File: config.mk
export PLATFORM = sky130hd
export DESIGN_NAME = ddr_cmd_guard
export DESIGN_NICKNAME = d
export VERILOG_FILES = /design/src/rtl/ddr_guard_pkg.sv /design/src/rtl/ddr_cmd_decode.sv /design/src/rtl/ddr_seq_timer.sv /design/src/rtl/ddr_bank_track.sv /design/src/rtl/ddr_cmd_guard.sv
export SDC_FILE = /design/constraint.sdc
export NUM_CORES = 1
export LEC_CHECK = 0
export CORE_UTILIZATION = 45
export DETAILED_ROUTE_END_ITERATION = 10
export SLEW_MARGIN = 20
export SYNTH_ARGS = -nofsm -noshare
export SYNTH_HDL_FRONTEND = slang
export SYNTH_HIERARCHICAL = 1
export SYNTH_SLANG_ARGS = --single-unit
File: constraint.sdc
create_clock -name clk -period 6 [get_ports clk]
set_input_delay 1.2 -clock clk [delete_from_list [all_inputs] [get_ports clk]]
set_output_delay 1.2 -clock clk [all_outputs]
set_load 0.1 [all_outputs]
File: src/rtl/ddr_guard_pkg.sv
package ddr_guard_pkg;

  typedef enum logic [2:0] {
    CMD_NOP = 3'd0,
    CMD_ACT = 3'd1,
    CMD_RD  = 3'd2,
    CMD_WR  = 3'd3,
    CMD_PRE = 3'd4,
    CMD_REF = 3'd5,
    CMD_MRS = 3'd6,
    CMD_BST = 3'd7
  } cmd_e;

  typedef enum logic [2:0] {
    ERR_NONE       = 3'd0,
    ERR_MODE_BUSY  = 3'd1,
    ERR_MODE_GAP   = 3'd2,
    ERR_REF_BUSY   = 3'd3,
    ERR_ACC_CLOSED = 3'd4,
    ERR_ACT_OPEN   = 3'd5,
    ERR_BURST_LOCK = 3'd6,
    ERR_DAL_LOCK   = 3'd7
  } err_e;

  localparam int BCW = 3;  // burst length in clocks: 1, 2 or 4

  // Strobe decode; deselect and the no-operation pattern both give CMD_NOP.
  function automatic cmd_e decode_cmd(input logic cs_n, input logic ras_n,
                                      input logic cas_n, input logic we_n);
    cmd_e c;
    if (cs_n) c = CMD_NOP;
    else begin
      unique case ({ras_n, cas_n, we_n})
        3'b011:  c = CMD_ACT;
        3'b101:  c = CMD_RD;
        3'b100:  c = CMD_WR;
        3'b010:  c = CMD_PRE;
        3'b001:  c = CMD_REF;
        3'b000:  c = CMD_MRS;
        3'b110:  c = CMD_BST;
        default: c = CMD_NOP;
      endcase
    end
    return c;
  endfunction

  // Burst length field to clocks of data (two beats per clock).
  function automatic logic [BCW-1:0] burst_clocks(input logic [2:0] field,
                                                  input logic [BCW-1:0] keep);
    logic [BCW-1:0] r;
    unique case (field)
      3'd1:    r = BCW'(1);
      3'd2:    r = BCW'(2);
      3'd3:    r = BCW'(4);
      default: r = keep;
    endcase
    return r;
  endfunction

  // Countdown preload so that the bank frees exactly burst+dal cycles later.
  function automatic logic [15:0] recovery_load(input logic [BCW-1:0] bclk,
                                                input logic [15:0] dal);
    return 16'(bclk) + dal - 16'd1;
  endfunction

endpackage

File: src/rtl/ddr_cmd_decode.sv
module ddr_cmd_decode
  import ddr_guard_pkg::*;
(
  input  logic cke_live,
  input  logic cs_n,
  input  logic ras_n,
  input  logic cas_n,
  input  logic we_n,
  output cmd_e cmd
);
  always_comb begin
    if (cke_live) cmd = decode_cmd(cs_n, ras_n, cas_n, we_n);
    else          cmd = CMD_NOP;
  end
endmodule

File: src/rtl/ddr_seq_timer.sv
module ddr_seq_timer
  import ddr_guard_pkg::*;
#(
  parameter int MRD_CYC = 2,
  localparam int GAP_W = (MRD_CYC < 2) ? 1 : $clog2(MRD_CYC + 1)
) (
  input  logic           clk,
  input  logic           rst_n,
  input  logic           mrs_start,
  input  logic           wap_start,
  input  logic [BCW-1:0] burst_clks,
  output logic           gap_active,
  output logic           burst_busy
);
  localparam logic [GAP_W-1:0] GAP_LOAD = (MRD_CYC < 2) ? '0 : GAP_W'(MRD_CYC - 1);

  logic [GAP_W-1:0] gap_cnt;
  logic [BCW-1:0]   burst_cnt;

  always_ff @(posedge clk) begin
    if (!rst_n) begin
      gap_cnt <= '0;
    end else if (mrs_start) begin
      gap_cnt <= GAP_LOAD;
    end else if (gap_cnt != '0) begin
      gap_cnt <= gap_cnt - 1'b1;
    end
  end

  always_ff @(posedge clk) begin
    if (!rst_n) begin
      burst_cnt <= '0;
    end else if (wap_start) begin
      burst_cnt <= burst_clks;
    end else if (burst_cnt != '0) begin
      burst_cnt <= burst_cnt - 1'b1;
    end
  end

  assign gap_active = (gap_cnt != '0);
  assign burst_busy = (burst_cnt != '0);
endmodule

File: src/rtl/ddr_bank_track.sv
module ddr_bank_track
  import ddr_guard_pkg::*;
#(
  parameter int NUM_BANKS = 4,
  parameter int DAL_W     = 8,
  localparam int BA_W = $clog2(NUM_BANKS),
  localparam int RW   = DAL_W + 1
) (
  input  logic                 clk,
  input  logic                 rst_n,
  input  logic                 ev_act,
  input  logic                 ev_close_one,
  input  logic                 ev_close_all,
  input  logic                 ev_wap,
  input  logic [BA_W-1:0]      bank_sel,
  input  logic [BCW-1:0]       burst_clks,
  input  logic [DAL_W-1:0]     t_dal,
  output logic [NUM_BANKS-1:0] bank_open,
  output logic [NUM_BANKS-1:0] rec_busy
);
  logic [15:0] load_full;
  logic [RW-1:0] load_val;

  assign load_full = recovery_load(burst_clks, 16'(t_dal));
  assign load_val  = load_full[RW-1:0];

  for (genvar b = 0; b < NUM_BANKS; b++) begin : g_bank
    logic          hit;
    logic          open_q;
    logic [RW-1:0] rec_q;

    assign hit = (bank_sel == BA_W'(b));

    always_ff @(posedge clk) begin
      if (!rst_n) begin
        open_q <= 1'b0;
        rec_q  <= '0;
      end else begin
        if (ev_wap && hit)       rec_q <= load_val;
        else if (rec_q != '0)    rec_q <= rec_q - 1'b1;
        if (ev_close_all || (ev_close_one && hit)) open_q <= 1'b0;
        else if (ev_act && hit)                    open_q <= 1'b1;
      end
    end

    assign bank_open[b] = open_q;
    assign rec_busy[b]  = (rec_q != '0);
  end
endmodule

File: src/rtl/ddr_cmd_guard.sv
module ddr_cmd_guard
  import ddr_guard_pkg::*;
#(
  parameter int NUM_BANKS = 4,
  parameter int DAL_W     = 8,
  parameter int MRD_CYC   = 2,
  localparam int BA_W = $clog2(NUM_BANKS)
) (
  input  logic                 clk,
  input  logic                 rst_n,
  input  logic                 cke,
  input  logic                 cs_n,
  input  logic                 ras_n,
  input  logic                 cas_n,
  input  logic                 we_n,
  input  logic [BA_W-1:0]      ba,
  input  logic                 a10,
  input  logic [2:0]           mode_bits,
  input  logic [DAL_W-1:0]     t_dal,
  output logic [NUM_BANKS-1:0] bank_open,
  output logic                 all_idle,
  output logic                 err_pulse,
  output logic [2:0]           err_code
);
  logic           cke_q;
  logic [BCW-1:0] bl_clks;
  cmd_e           cmd;
  err_e           rule;
  logic           rule_err;
  logic           gap_active, burst_busy;
  logic [NUM_BANKS-1:0] rec_busy;

  // Named events for the checker
  logic ev_act, ev_rd_ok, ev_wr_ok, ev_close_one, ev_close_all;
  logic ev_wap, ev_mrs_ok, ev_ref_ok, ev_accept_cmd;
  logic sel_open, sel_rec;

  always_ff @(posedge clk) begin
    if (!rst_n) cke_q <= 1'b0;
    else        cke_q <= cke;
  end

  ddr_cmd_decode u_dec (
    .cke_live(cke_q), .cs_n(cs_n), .ras_n(ras_n), .cas_n(cas_n), .we_n(we_n),
    .cmd(cmd)
  );

  assign sel_open = bank_open[ba];
  assign sel_rec  = rec_busy[ba];
  assign all_idle = (bank_open == '0) && (rec_busy == '0) && !burst_busy;

  always_comb begin
    rule = ERR_NONE;
    if (gap_active && cmd != CMD_NOP) begin
      rule = ERR_MODE_GAP;
    end else begin
      unique case (cmd)
        CMD_ACT: begin
          if (sel_rec)       rule = ERR_DAL_LOCK;
          else if (sel_open) rule = ERR_ACT_OPEN;
        end
        CMD_RD, CMD_WR: begin
          if (burst_busy)     rule = ERR_BURST_LOCK;
          else if (!sel_open) rule = ERR_ACC_CLOSED;
        end
        CMD_REF: if (!all_idle) rule = ERR_REF_BUSY;
        CMD_MRS: if (!all_idle) rule = ERR_MODE_BUSY;
        default: rule = ERR_NONE;
      endcase
    end
  end

  assign rule_err      = (rule != ERR_NONE);
  assign ev_act        = !rule_err && cmd == CMD_ACT;
  assign ev_rd_ok      = !rule_err && cmd == CMD_RD;
  assign ev_wr_ok      = !rule_err && cmd == CMD_WR;
  assign ev_close_all  = !rule_err && cmd == CMD_PRE && a10;
  assign ev_close_one  = (!rule_err && cmd == CMD_PRE && !a10) || ((ev_rd_ok || ev_wr_ok) && a10);
  assign ev_wap        = ev_wr_ok && a10;
  assign ev_mrs_ok     = !rule_err && cmd == CMD_MRS;
  assign ev_ref_ok     = !rule_err && cmd == CMD_REF;
  assign ev_accept_cmd = !rule_err && cmd != CMD_NOP;

  ddr_seq_timer #(.MRD_CYC(MRD_CYC)) u_tmr (
    .clk(clk), .rst_n(rst_n), .mrs_start(ev_mrs_ok), .wap_start(ev_wap),
    .burst_clks(bl_clks), .gap_active(gap_active), .burst_busy(burst_busy)
  );

  ddr_bank_track #(.NUM_BANKS(NUM_BANKS), .DAL_W(DAL_W)) u_banks (
    .clk(clk), .rst_n(rst_n), .ev_act(ev_act), .ev_close_one(ev_close_one),
    .ev_close_all(ev_close_all), .ev_wap(ev_wap), .bank_sel(ba),
    .burst_clks(bl_clks), .t_dal(t_dal), .bank_open(bank_open), .rec_busy(rec_busy)
  );

  always_ff @(posedge clk) begin
    if (!rst_n) begin
      bl_clks <= BCW'(4);
    end else if (ev_mrs_ok && ba == '0) begin
      bl_clks <= burst_clocks(mode_bits, bl_clks);
    end
  end

  always_ff @(posedge clk) begin
    if (!rst_n) begin
      err_pulse <= 1'b0;
      err_code  <= 3'd0;
    end else begin
      err_pulse <= rule_err;
      err_code  <= rule;
    end
  end
endmodule

==> metrics.log, run 1 <==
INFO  metric pin_count = 30
INFO  metric floorplan.initialDensity = 47.5%
INFO  metric clock_skew = 0.0108 ns
INFO  metric post_synth_most_frequent_cells = 53 x dfxtp_1, 38 x inv_1, 37 x nor2_1
INFO  metric synthFlopType = dfxtp_1
INFO  metric timing.final.crit_share = 78.4%
INFO  metric setup-tns-final = 0 ns
INFO  metric holdCritStartpoint = u_banks/g_bank[3].rec_q[8]
INFO  metric holdPathEnd = u_banks/g_bank[3].rec_q[8]
INFO  metric ys_top_cells_by_area = dfxtp_1 30%, ha_1 6.1%, inv_1 4.1%
INFO  metric first_global_vias = 3,052
INFO  metric final_hold_viol_count = 0
INFO  metric synthesis.area = 3500 µm²
INFO  metric worst_setup_start_kind = input port
INFO  metric cp-end-kind = flop
INFO  metric die-height = 90.2 µm
INFO  metric core_area = 7370 µm²
INFO  metric report.final.slew_viol_count = 0
INFO  metric grt_pass1_wl = 14.6 mm
INFO  metric routed_wl_per_cell = 15.1 µm
INFO  metric relSlewSlack = 22.8%
INFO  metric run_status = completed
INFO  metric yosysSeqAreaShare = 30.3%
INFO  metric synth.distinct_cells = 71
INFO  metric dp_hpwl = 6.30 mm
INFO  metric arrival = 4.92 ns
INFO  metric timing.critical_path.fanout_max = 15
INFO  metric hold_path_depth = 2
INFO  metric report.power.total = 1.67 mW
INFO  metric postCtsSetupRepairBufs = 0
INFO  metric critical_path.cell_chain = clkdlybuf4s50_1 > inv_2 > maj3_2 > nor2_2 > inv_2 > nor4_1 > or3_1 > nand3_1 > a221o_1 > nor3_1 > buf_4 > nand3_1 > nand3_1 > o21ai_0 > and2_1
INFO  metric drt_iter0_drc = 147
INFO  metric ff2ff_setup_slack = 1.95 ns
INFO  metric gpl.final_weighted_congestion = 0.830
INFO  metric leakagePower = 1.62 nW
INFO  metric cts-buffers-inserted = 5
INFO  metric postPlaceCellArea = 3850 µm²
INFO  metric worstHoldPathType = flop to flop
INFO  metric synth_area_leader_cell = dfxtp_1
INFO  metric ant_nets = 0
INFO  metric cts.htree.levels = 2
INFO  metric remaining_drcs = 0
INFO  metric required = 6.22 ns
INFO  metric post_cts_resized = 0
INFO  metric critical_path.slowest_cell = clkdlybuf4s50_1
INFO  metric fmax = 213 MHz
INFO  metric tritoncts = done
INFO  metric critical-path-max-stage-delay = 0.51 ns
INFO  metric pwr_density_cell = 422 nW/µm²
INFO  metric cts_hold_buffers = 0
INFO  metric ctsLongestPathBuffers = 2
INFO  metric antenna_found_initial = 0
INFO  metric antenna_cells = 0
INFO  metric postSynthCellCount = 445
INFO  metric vdd.ir_drop.worst = 0.212 mV
INFO  metric post_route_cells_drive_above_1_share = 5.96%
INFO  metric synth.net_count = 484
INFO  metric site_row_count = 31
INFO  metric vias = 3,198
INFO  metric chipWidth = 90.2 µm
INFO  metric clock_insertion_delay_worst_skew = 0.31 ns
INFO  metric grt_remaining_overflow = 0
INFO  metric synth_edf_count = 0
INFO  metric timing.critical_path.mode_cell = nand3_1
INFO  metric avgViaCountPerCell = 5.62
INFO  metric timing.setup.critical_path_class = input port to flop
INFO  metric yosys_warnings = 6
INFO  metric timing.hold.ws = 0.517 ns
INFO  metric drv_cap = 0
INFO  metric critical_path_buf_inv_count = 4
INFO  metric clkTransAtPathRegs = 0.10 ns
INFO  metric synthesis.area_per_instance = 7.86 µm²
INFO  metric finalInstanceArea = 3970 µm²
INFO  metric rsz0062_at_grt = false
INFO  metric layout-area-overhead-vs-synth = 13.5%
INFO  metric post-synth-top-area-fraction = 30.3%
INFO  metric worst_r2r_path_depth = 13
INFO  metric routed_wirelength = 8.61 mm
INFO  metric yosys.cell_count.top_type = dfxtp_1
INFO  metric crit-reg2reg-launch = u_banks/g_bank[0].rec_q[5]
INFO  metric reg2reg_end = u_banks/g_bank[3].rec_q[2]
INFO  metric ctsRootBufferMaster = clkbuf_8
INFO  metric final-setup-viol-count = 0
INFO  metric minimum_period_implied_by_the_final_worst_setup_slack = 4.70 ns
INFO  metric die-area = 8130 µm²
INFO  metric postSynthRegisterBits = 53
INFO  metric asyncSetResetFlopFracSynth = 0%
INFO  metric worst_slew_pin_slew = 1.15 ns
INFO  metric finalNetCount = 508
INFO  metric groute.usage.overall = 22.2%
INFO  metric grt_start_max_net_pins = 36
INFO  metric port_buffers = 29
INFO  metric clock_sink_count = 53
INFO  metric drt-pass1-iter-count = 5
INFO  metric timing.critical_path.max_delay_family = simple AND/OR/NAND/NOR gates
-- registers in the layout, indices dropped and copies added, names as in the netlist --
register,count
u_tmr/gap_cnt,2
u_tmr/burst_cnt,3
u_banks/g_bank.rec_q,36
err_code,3
err_pulse,1
bl_clks,3
cke_q,1
u_banks/g_bank.open_q,4
-- layout by cell type, fill, tap and decap left out, types with 9 or more instances in the layout --
| cell type | Yosys | routed |
|---|---|---|
| nor3_1 | 18 | 18 |
| o21ai_0 | 19 | 19 |
| ha_1 | 17 | 17 |
| xnor2_1 | 9 | 9 |
| nor2_1 | 37 | 37 |
| dfxtp_1 | 53 | 53 |
| inv_1 | 38 | 38 |
| nand2_1 | 35 | 35 |
| clkdlybuf4s50_1 | 0 | 29 |
| xor2_1 | 15 | 15 |
| nor2b_1 | 10 | 10 |
| nand3_1 | 19 | 19 |
| a21oi_1 | 26 | 26 |
-- metal layers --
| layer | track usage [%] | share of wire (%) | vias to the layer above |
|---|---|---|---|
| met3 | 3.55 | 4.3 | 12 |
| met5 | 0 | 0 | - |
| met4 | 6.05 | 1.6 | 0 |
| met1 | 28.5 | 48 | 1469 |
| met2 | 38.4 | 46 | 71 |
| li1 | - | - | 1646 |
-- through the flow --
| step | util [%] | instances | setup WS [ns] |
|---|---|---|---|
| 5_1_grt | 53.9 | 569 | 0.974 |
| 3_3_place_gp | 52.2 | 561 | 1.05 |
| 4_1_cts | 53.9 | 569 | 1.32 |
| 3_5_place_dp | 52.2 | 561 | 1.01 |
| 6_report | 53.9 | 569 | 1.30 |
| 2_1_floorplan | - | 445 | 1.47 |
-- cell type report --
type | instances | area (µm²)
clock inverters | 2 | 37.5
flip-flops and latches | 53 | 1060
fillers | 726 | 3400
well taps | 99 | 124
inverters | 41 | 154
multi-input cells | 335 | 2190
clock buffers | 6 | 82.6
repair buffers | 33 | 320
-- worst max path at each step --
stage	start	to	slack, ns	cells after the start
finish	ras_n	u_banks/g_bank[3].rec_q[2]	1.30	15
global route	ras_n	u_banks/g_bank[3].rec_q[2]	0.97	15
CTS	ras_n	u_banks/g_bank[3].rec_q[2]	1.32	15
detailed placement	ras_n	u_banks/g_bank[3].rec_q[2]	1.01	15
global placement	ras_n	u_banks/g_bank[3].rec_q[2]	1.05	15
floorplan	u_banks/g_bank[0].rec_q[5]	u_banks/g_bank[2].rec_q[2]	1.47	15
-- power breakdown --
group	internal (mW)	leakage [nW]	total, mW	switching, mW
Clock	0.136	0.0574	0.257	0.121
Combinational	0.395	1.13	0.870	0.475
Sequential	0.455	0.436	0.548	0.0934
Total	0.985	1.62	1.67	0.690
-- cells by family (layout without fill, tap and decap cells) --
| group | count (synthesis) | count (layout) | share of synthesized area, % |
|---|---|---|---|
| and+or+nand+nor | 179 | 179 | 27.0 |
| AOI/OAI and AO/OA | 105 | 105 | 19.7 |
| buffers and inverters | 57 | 82 | 7.05 |
| DFF | 53 | 53 | 30.3 |
| xor gates and xnor gates | 25 | 25 | 6.48 |
| adders and majority gates | 19 | 19 | 6.98 |
| muxes | 7 | 7 | 2.43 |
-- worst min-delay path: cells and delay by family, from the launching register on --
family | cells | cell delay, ns
DFF | 1 | 0.34
AOI/OAI and AO/OA | 1 | 0.07
and+or+nand+nor | 1 | 0.07
(Power assumes the default switching activity.)
==> inputs of run 2 (changes only) <==
- clock period: 6 -> 4.7 ns (I/O delays scaled with it)
==> metrics.log, run 2 (same netlist as run 1, synthesis figures left out) <==
INFO  metric run_status = completed
INFO  metric antenna_cells = 0 (unchanged)
INFO  metric timing.setup.critical_path_class = input port to flop
INFO  metric required = 4.91 ns (-1.31 ns)
INFO  metric die-height = 90.2 µm (unchanged)
INFO  metric layout_setup_ws = 0.481 ns (-0.817 ns)
INFO  metric core_area = 7370 µm² (unchanged)
INFO  metric top_reg_by_flops = u_banks/g_bank.rec_q
INFO  metric layout.cells.most_common = dfxtp_1
INFO  metric cts_hold_buffers = 0 (unchanged)
INFO  metric avgViaCountPerCell = 5.69 (+1.3%)
INFO  metric rsz0062_at_grt = false
INFO  metric finalCoreUtilization = 53.7% (-0.14 points)
INFO  metric tritoncts = done
INFO  metric site_row_count = 31 (unchanged)
INFO  metric vdd.ir_drop.worst = 0.285 mV (+34%)
INFO  metric routed_wirelength = 8.56 mm (-0.60%)
INFO  metric clkTransAtPathRegs = 0.10 ns (about the same)
INFO  metric chipWidth = 90.2 µm (unchanged)
INFO  metric critical-path-max-stage-delay = 0.60 ns (+0.09 ns)
INFO  metric final_hold_viol_count = 0 (unchanged)
INFO  metric cts.htree.levels = 2 (unchanged)
INFO  metric floorplan.initialDensity = 47.5% (unchanged)
INFO  metric remaining_drcs = 0 (unchanged)
INFO  metric first_global_vias = 2,982 (-2.3%)
INFO  metric fmax = 237 MHz
INFO  metric minimum_period_implied_by_the_final_worst_setup_slack = 4.22 ns
INFO  metric clock_skew = 0.00784 ns (-0.00300 ns)
INFO  metric clock_insertion_delay_worst_skew = 0.31 ns (about the same)
INFO  metric routed_wl_per_cell = 15.0 µm (-1.1%)
INFO  metric worst_slew_pin_slew = 0.976 ns (-0.175 ns)
INFO  metric timing.hold.ws = 0.522 ns (+0.00524 ns)
INFO  metric groute.usage.overall = 21.6% (-0.62 points)
INFO  metric grt_pass1_wl = 14.3 mm (-1.9%)
INFO  metric ant_nets = 0 (unchanged)
INFO  metric arrival = 4.43 ns (-0.49 ns)
INFO  metric timing.critical_path.fanout_max = 17 (+2)
INFO  metric port_buffers = 29 (unchanged)
INFO  metric ctsLongestPathBuffers = 2 (unchanged)
INFO  metric ctsRootBufferMaster = clkbuf_8
INFO  metric leakagePower = 1.62 nW (+0.25%)
INFO  metric finalNetCount = 511 (+0.59%)
INFO  metric report.final.slew_viol_count = 0 (unchanged)
INFO  metric relSlewSlack = 34.7% (+12 points)
INFO  metric final-setup-viol-count = 0 (unchanged)
INFO  metric antenna_found_initial = 0 (unchanged)
INFO  metric postPlaceCellArea = 3870 µm² (+0.52%)
INFO  metric dp_hpwl = 6.41 mm (+1.8%)
INFO  metric worstHoldPathType = flop to flop
INFO  metric biggestRegsByFlops = u_banks/g_bank.rec_q (36), u_banks/g_bank.open_q (4)
INFO  metric postCtsSetupRepairBufs = 0 (unchanged)
INFO  metric timing.critical_path.mode_cell = nand3_1
INFO  metric layout.cells.most_common_list = 53 x dfxtp_1, 38 x inv_1, 37 x nor2_1
INFO  metric grt_start_max_net_pins = 20 (-44%)
INFO  metric drt_iter0_drc = 174 (+18%)
INFO  metric post_cts_resized = 0 (unchanged)
INFO  metric die-area = 8130 µm² (unchanged)
INFO  metric drv_cap = 0 (unchanged)
INFO  metric fill_cells = 702 (-3.3%)
INFO  metric cts-buffers-inserted = 5 (unchanged)
INFO  metric cp-end-kind = flop
INFO  metric layout-area-overhead-vs-synth = 13.2%
INFO  metric timing.final.crit_share = 89.8%
INFO  metric gpl.final_weighted_congestion = 0.917 (+11%)
INFO  metric drt-pass1-iter-count = 7 (+2)
INFO  metric vias = 3,256 (+1.8%)
INFO  metric pwr_density_cell = 523 nW/µm² (+24%)
INFO  metric clock_sink_count = 53 (unchanged)
INFO  metric setup-tns-final = 0 ns (unchanged)
INFO  metric pin_count = 30 (unchanged)
INFO  metric post_route_cells_drive_above_1_share = 6.77% (+0.81 points)
INFO  metric dpl_worst_slack = 0.214 ns (-0.798 ns)
INFO  metric worst_setup_start_kind = input port
INFO  metric largest_register_ffs = 36 (unchanged)
INFO  metric critical_path.slowest_cell = a211oi_1
INFO  metric critical_path.cell_chain = clkdlybuf4s50_1 > nand2b_1 > a211oi_1 > nand2b_1 > a311o_1 > or3_1 > nand3_1 > a221o_1 > nor3_1 > buf_4 > nand3_1 > nand3_1 > o21ai_0 > and2_1
INFO  metric finalInstanceArea = 3960 µm² (-0.25%)
INFO  metric grt_remaining_overflow = 0 (unchanged)
-- run 2: cell types whose count changed in the layout (fill, tap and decap cells not counted) --
cell	before	now
clkbuf_8	6	5
clkdlybuf4s50_1	29	28
clkinv_2	0	1
bufinv_16	1	0
buf_4	4	8
inv_6	0	1
-- run 2: final timing paths --
path | from | endpoint | slack, ns | cells past startpoint
worst max register to register | u_banks/g_bank[1].rec_q[0] | u_banks/g_bank[3].rec_q[2] | 0.60 | 15
worst min register to register | u_banks/g_bank[3].rec_q[8] | u_banks/g_bank[3].rec_q[8] | 0.52 | 2
worst min-delay path | u_banks/g_bank[3].rec_q[8] | u_banks/g_bank[3].rec_q[8] | 0.52 | 2
worst max-delay path | cs_n | u_banks/g_bank[3].rec_q[2] | 0.48 | 14
-- run 2: routing by layer --
layer | up-vias | wire length, µm | GRT usage (%)
met4 | 0 | 73 | 5.51
li1 | 1648 | - | -
met1 | 1515 | 4090 | 29.8
met2 | 87 | 3960 | 35.2
met5 | - | 0 | 0
met3 | 6 | 440 | 3.05
-- run 2: cell type report --
class / count / area (µm²) / share of cell area, %
clock inverter: 3 / 21.3 / 0.537
tap: 99 / 124 / 3.13
timing repair buffer: 36 / 340 / 8.60
inverter: 41 / 154 / 3.89
sequential: 53 / 1060 / 26.8
multi-input combinational: 335 / 2190 / 55.3
clock buffer: 5 / 68.8 / 1.74
-- run 2: where the power goes --
part	total, mW	switching, mW	internal [mW]
combinational	1.11	0.600	0.506
sequential	0.699	0.119	0.580
clock	0.265	0.159	0.106
-- run 2: metrics by stage --
stage	total power, mW	cells
3_3_place_gp	1.79	564
2_1_floorplan	1.58	445
3_5_place_dp	1.80	564
6_report	2.07	572
5_1_grt	2.26	572
4_1_cts	2.08	572
-- run 2: critical path, delay by kind of cell --
family | cells | cell delay (ns)
compound gates | 4 | 1.21
buf+inv | 2 | 0.63
simple gates | 8 | 1.64
==> inputs of run 3 (changes only) <==
- ABC_AREA: unset -> 0
==> results of run 3 <==
Final layout, timing and power as in run 2 (identical DEF).
